## src/rtl/lockdet_pkg.sv

```systemverilog
package lockdet_pkg;
  // Crystal cycles per reference period
  localparam int unsigned REF_DIV_DEF   = 64;
  // Consecutive good periods required to raise the flag
  localparam int unsigned GOOD_RUN_DEF  = 8;
  // Longest pulse, in sampled crystal cycles, still counted as short
  localparam int unsigned SHORT_MAX_DEF = 1;
endpackage

```

## src/rtl/lockdet_refdiv.sv

```systemverilog
module lockdet_refdiv #(
  parameter int unsigned REF_DIV = lockdet_pkg::REF_DIV_DEF
) (
  input  logic clk,
  input  logic rst_n,
  output logic ref_tick
);
  localparam int unsigned CW = (REF_DIV > 1) ? $clog2(REF_DIV) : 1;
  localparam logic [CW-1:0] LAST = CW'(REF_DIV - 1);

  logic [CW-1:0] div_q, div_d;

  always_comb begin
    if (div_q == LAST) div_d = '0;
    else               div_d = div_q + CW'(1);
  end

  always_ff @(posedge clk or negedge rst_n) begin
    if (!rst_n) div_q <= '0;
    else        div_q <= div_d;
  end

  assign ref_tick = (div_q == LAST);

  assert_tick_single_R2: assert property (@(posedge clk) disable iff (!rst_n)
    ref_tick |=> !ref_tick);
  assert_div_in_range_R2: assert property (@(posedge clk) disable iff (!rst_n)
    div_q <= LAST);
endmodule

```

## src/rtl/lockdet_width.sv

```systemverilog
module lockdet_width #(
  parameter int unsigned SHORT_MAX = lockdet_pkg::SHORT_MAX_DEF
) (
  input  logic clk,
  input  logic rst_n,
  input  logic pulse,
  output logic too_wide
);
  localparam int unsigned WW = $clog2(SHORT_MAX + 2);
  localparam logic [WW-1:0] CAP = WW'(SHORT_MAX);

  logic [WW-1:0] hi_q, hi_d;

  always_comb begin
    if (!pulse)          hi_d = '0;
    else if (hi_q == CAP) hi_d = hi_q;
    else                 hi_d = hi_q + WW'(1);
  end

  always_ff @(posedge clk or negedge rst_n) begin
    if (!rst_n) hi_q <= '0;
    else        hi_q <= hi_d;
  end

  assign too_wide = pulse && (hi_q == CAP);

  assert_wide_needs_run_R4: assert property (@(posedge clk) disable iff (!rst_n)
    too_wide |-> $past(pulse));
  assert_low_resets_run_R3: assert property (@(posedge clk) disable iff (!rst_n)
    !pulse |=> !too_wide);
endmodule

```

## src/rtl/lockdet_qual.sv

```systemverilog
module lockdet_qual #(
  parameter int unsigned GOOD_RUN = lockdet_pkg::GOOD_RUN_DEF
) (
  input  logic clk,
  input  logic rst_n,
  input  logic ref_tick,
  input  logic too_wide,
  output logic lock
);
  localparam int unsigned GW = $clog2(GOOD_RUN + 1);
  localparam logic [GW-1:0] RUN_V  = GW'(GOOD_RUN);
  localparam logic [GW-1:0] RUN_M1 = GW'(GOOD_RUN - 1);

  logic [GW-1:0] good_q, good_d;
  logic          bad_q, bad_d;
  logic          lock_q, lock_d;

  always_comb begin
    good_d = good_q;
    lock_d = lock_q;
    bad_d  = ref_tick ? 1'b0 : (bad_q | too_wide);
    if (too_wide) begin
      good_d = '0;
      lock_d = 1'b0;
    end else if (ref_tick) begin
      if (bad_q) begin
        good_d = '0;
      end else begin
        if (good_q != RUN_V) good_d = good_q + GW'(1);
        if (good_q >= RUN_M1) lock_d = 1'b1;
      end
    end
  end

  always_ff @(posedge clk or negedge rst_n) begin
    if (!rst_n) begin
      good_q <= '0;
      bad_q  <= 1'b0;
      lock_q <= 1'b0;
    end else begin
      good_q <= good_d;
      bad_q  <= bad_d;
      lock_q <= lock_d;
    end
  end

  assign lock = lock_q;

  assert_drop_on_wide_R4: assert property (@(posedge clk) disable iff (!rst_n)
    too_wide |=> !lock);
  assert_rise_at_boundary_R5: assert property (@(posedge clk) disable iff (!rst_n)
    $rose(lock) |-> $past(ref_tick));
  assert_restart_after_wide_R6: assert property (@(posedge clk) disable iff (!rst_n)
    too_wide |=> (good_q == '0));
  assert_lock_has_full_run_R5: assert property (@(posedge clk) disable iff (!rst_n)
    lock |-> (good_q == RUN_V));
endmodule

```

## src/rtl/lockdet_top.sv

```systemverilog
module lockdet_top #(
  parameter int unsigned REF_DIV   = lockdet_pkg::REF_DIV_DEF,
  parameter int unsigned GOOD_RUN  = lockdet_pkg::GOOD_RUN_DEF,
  parameter int unsigned SHORT_MAX = lockdet_pkg::SHORT_MAX_DEF
) (
  input  logic clk,
  input  logic rst_n,
  input  logic cp_pulse_i,
  output logic ref_tick_o,
  output logic lock_o
);
  logic [1:0] rst_sync_q;
  logic       rst_int_n;
  logic       wide;
  logic       tick;

  always_ff @(posedge clk or negedge rst_n) begin
    if (!rst_n) rst_sync_q <= 2'b00;
    else        rst_sync_q <= {rst_sync_q[0], 1'b1};
  end
  assign rst_int_n = rst_sync_q[1];

  lockdet_refdiv #(.REF_DIV(REF_DIV)) u_refdiv (
    .clk      (clk),
    .rst_n    (rst_int_n),
    .ref_tick (tick)
  );

  lockdet_width #(.SHORT_MAX(SHORT_MAX)) u_width (
    .clk      (clk),
    .rst_n    (rst_int_n),
    .pulse    (cp_pulse_i),
    .too_wide (wide)
  );

  lockdet_qual #(.GOOD_RUN(GOOD_RUN)) u_qual (
    .clk      (clk),
    .rst_n    (rst_int_n),
    .ref_tick (tick),
    .too_wide (wide),
    .lock     (lock_o)
  );

  assign ref_tick_o = tick;

  assert_reset_outputs_R1: assert property (@(posedge clk)
    !rst_int_n |-> (!lock_o && !ref_tick_o));
endmodule

```

## config.mk

```make
export PLATFORM = sky130hd
export DESIGN_NAME = lockdet_top
export DESIGN_NICKNAME = d
export VERILOG_FILES = /design/src/rtl/lockdet_pkg.sv /design/src/rtl/lockdet_refdiv.sv /design/src/rtl/lockdet_width.sv /design/src/rtl/lockdet_qual.sv /design/src/rtl/lockdet_top.sv
export SDC_FILE = /design/constraint.sdc
export NUM_CORES = 1
export LEC_CHECK = 0
export BUFFER_PORTS_ARGS = -buffer_cell sky130_fd_sc_hd__buf_2
export CAP_MARGIN = 20
export CORE_MARGIN = 4
export CORE_UTILIZATION = 35
export CTS_BUF_LIST = sky130_fd_sc_hd__clkbuf_4 sky130_fd_sc_hd__clkbuf_8
export CTS_CLUSTER_DIAMETER = 80
export DETAILED_ROUTE_END_ITERATION = 8
export GPL_ROUTABILITY_DRIVEN = 0
export PLACE_DENSITY_LB_ADDON = 0.05
export SLEW_MARGIN = 20
export SYNTH_ARGS = -nofsm -noshare
export SYNTH_HDL_FRONTEND = slang
export SYNTH_SLANG_ARGS = --single-unit
```

## constraint.sdc

```tcl
create_clock -name clk -period 2.6 [get_ports clk]
set_input_delay 0.52 -clock clk [delete_from_list [all_inputs] [get_ports clk]]
set_output_delay 0.52 -clock clk [all_outputs]
set_load 0.01 [all_outputs]
```

==> flow_summary.yaml <==
final_layout:
  n_antenna_cell: 0
  fillers: 203
  postLayoutCellArea_um2: 863
  layout.nets: 86
  drive_above_1_share_pct: 15.4
  area_delta_synth_final_pct: 11.5
synth:
  synth.distinct_cells: 28
  ys_seq_area_share_pct: 51.7
  synth_warnings: 0
  synthesis.area_um2: 774
  async_reset_ff_share_pct: 100
  synth_nets: 77
  syn_inst: 70
  synth_ff_type: "dfrtp_1"
  synth-edff-count: 0
  synth.ff_latch_count: 16
  syn_avg_cell_area_um2: 11.1
grt:
  antenna_found_initial: 0
  track_usage_pct: 10.6
  grt_pass1_vias: 480
  grt_max_degree: 15
  overflow: 0
  grt_pass1_wl_um: 2150
setup_path:
  endpoint_kind: "output pin"
  critPathArrivalTime_ps: 1640
  cp-start-kind: "flop"
  cp-startpoint: "u_refdiv.div_q[0]"
  r2r_start: "u_width.hi_q[0]"
  path_class: "reg2out"
  critPathRequiredTime_ps: 2080
  worst-path-max-fanout: 6
floorplan:
  fp.dieArea_um2: 3030
  fp-row-count: 16
  core_um2: 2020
  dieWidth_um: 55.0
  start_util_pct: 38.3
  die_h_um: 55.0
  io_pins: 5
timing:
  timing.final.crit_share_pct: 83.1
  finalClockSkew_ps: 4.90
  slew_headroom_pct: 62.8
  hold_viol: 0
  drv_slew: 0
  worst_pin_slew_ps: 558
  tns_ps: 0
  max_freq_mhz: 463
  setup_viol_count_final: 0
  rsz0062_at_grt: "no"
  min_period_ps: 2160
placement:
  io_buffers: 4
  place_hpwl_um: 883
  placement.cell_area_um2: 817
power:
  p_comb_share_pct: 15.1
  p_sw_w: 0.000136
  p_int_w: 0.000389
  clkPwrFrac_pct: 31.5
  p_leak_nw: 0.382
  switching_share_pct: 25.9
  seq_power_share_pct: 53.5
  p_per_area_nw_per_um2: 609
  worst_ir_drop_vdd_uv: 364
run:
  maxCapViolCount: 0
route:
  drt-initial-drc-count: 9
  postRouteAntennaNets: 0
  drt_wl_total_um: 1220
  via_per_inst: 4.91
  wl_per_cell_um: 11.6
  drcViolationCount: 0
  drt_first_pass_iters: 4
  via_count: 516
clock_network:
  post-cts-setup-buffers: 0
  clkTransAtPathRegs_ps: 90
  clkSinkCount: 16
  htreeDepth: 1
  insertion_delay_ps: 290
  cts_root_buffer: "clkbuf_4"
  ctsResizeCount: 0
  cts_made_buffers: 3
  cts_tree: "yes"
  cts_buffer_depth: 2
outcome:
  status: "complete, no violations"
hold_path:
  hold_path.class: "reg2async"
worst max-delay path: stages, from the launching register on:
cell	delay, ps
dfrtp_1	390
ha_1	210
nand3_2	150
or2_1	290
inv_1	150
buf_2	160
synth_stat cells, types with 3 or more instances:
cell type	number	area share, %
dfrtp_1	16	52
a21oi_1	3	1.9
nand3_1	3	1.9
nand2_1	6	2.9
ha_1	4	6.5
inv_1	4	1.9
nor2_1	5	2.4
path summary, 6_finish.rpt:
| path | cells after the start | slack (ps) | to |
|---|---|---|---|
| hold reg to reg | 0 | 230 | u_qual.bad_q |
| hold / removal | 0 | 230 | u_qual.bad_q |
| max in group asynchronous | 2 | 1980 | rst_sync_q[1] |
| setup / recovery | 5 | 440 | ref_tick_o |
| setup reg to reg | 4 | 1090 | u_qual.good_q[3] |
| min in group clk | 0 | 360 | rst_sync_q[1] |
registers in the layout, indices dropped and copies added (netlist names):
name / flops
u_width.hi_q: 2
u_qual.good_q: 4
u_qual.bad_q: 1
u_qual.lock: 1
rst_sync_q: 2
u_refdiv.div_q: 6
cell usage in the layout, fill, tap and decap left out:
| cell type | count |
|---|---|
| nor3_2 | 1 |
| nand2_1 | 6 |
| nand3b_1 | 2 |
| mux2i_1 | 2 |
| a21oi_1 | 3 |
| nor2_1 | 5 |
| o311ai_0 | 2 |
| and2_1 | 2 |
| or3_1 | 1 |
| or4b_1 | 1 |
| o31ai_1 | 1 |
| clkbuf_8 | 1 |
| nand3_1 | 3 |
| xor2_1 | 2 |
| ha_1 | 4 |
| and4bb_2 | 1 |
| inv_1 | 4 |
| dlygate4sd3_1 | 1 |
| nand4b_1 | 2 |
| o211ai_1 | 1 |
| o21a_1 | 1 |
| conb_1 | 1 |
| dfrtp_1 | 16 |
| buf_2 | 4 |
| nand2_4 | 1 |
| clkbuf_4 | 3 |
| nand3_2 | 1 |
| or2_1 | 1 |
| o21ai_0 | 2 |
| nor4_1 | 1 |
| xnor2_1 | 2 |
layer usage:
layer	GRT usage (%)	wire length (µm)
met4	4.86	21
met2	14.2	536
met5	0	0
met3	5.63	51
met1	14.0	606
through the flow:
step	setup WS (ps)	hold WS (ps)	total power, W	cells	util [%]
5_1_grt	269	301	0.000559	105	42.7
3_3_place_gp	771	250	0.000367	100	40.4
2_1_floorplan	975	174	0.000350	70	-
4_1_cts	405	259	0.000537	105	42.7
3_5_place_dp	737	257	0.000365	100	40.4
6_report	440	228	0.000526	105	42.7
power groups by stage:
stage	combinational, W	clock [W]	sequential (W)
floorplan	0.0000672	0	0.000283
global placement	0.0000797	0	0.000287
detailed placement	0.0000783	0	0.000287
CTS	0.0000806	0.000174	0.000282
global route	0.0000925	0.000182	0.000285
finish	0.0000791	0.000165	0.000281
kinds of logic after synthesis:
family,Yosys count,synth area share (%)
other,1,0.484
multiplexers,2,2.58
adder cells (fa/ha/maj),4,6.46
flip-flops,16,51.7
XOR/XNOR,4,4.52
AO/OA/AOI/OAI,10,8.40
AND/OR/NAND/NOR,28,22.5
buffers and inverters,5,3.39
repair_timing:
item                                    CTS  global route
endpoints found under the setup margin    0             0
hold buffers                              1             0
hold endpoints to repair                  2             0
cell type report:
cell class | count | area, µm² | share of cell area (%)
repair buffers | 5 | 30.0 | 3.48
multi-input cells | 49 | 348 | 40.3
flip-flops and latches | 16 | 400 | 46.4
well taps | 27 | 33.8 | 3.91
inverters | 4 | 15.0 | 1.74
clock buffers | 4 | 36.3 | 4.20
(Power assumes the default switching activity.)
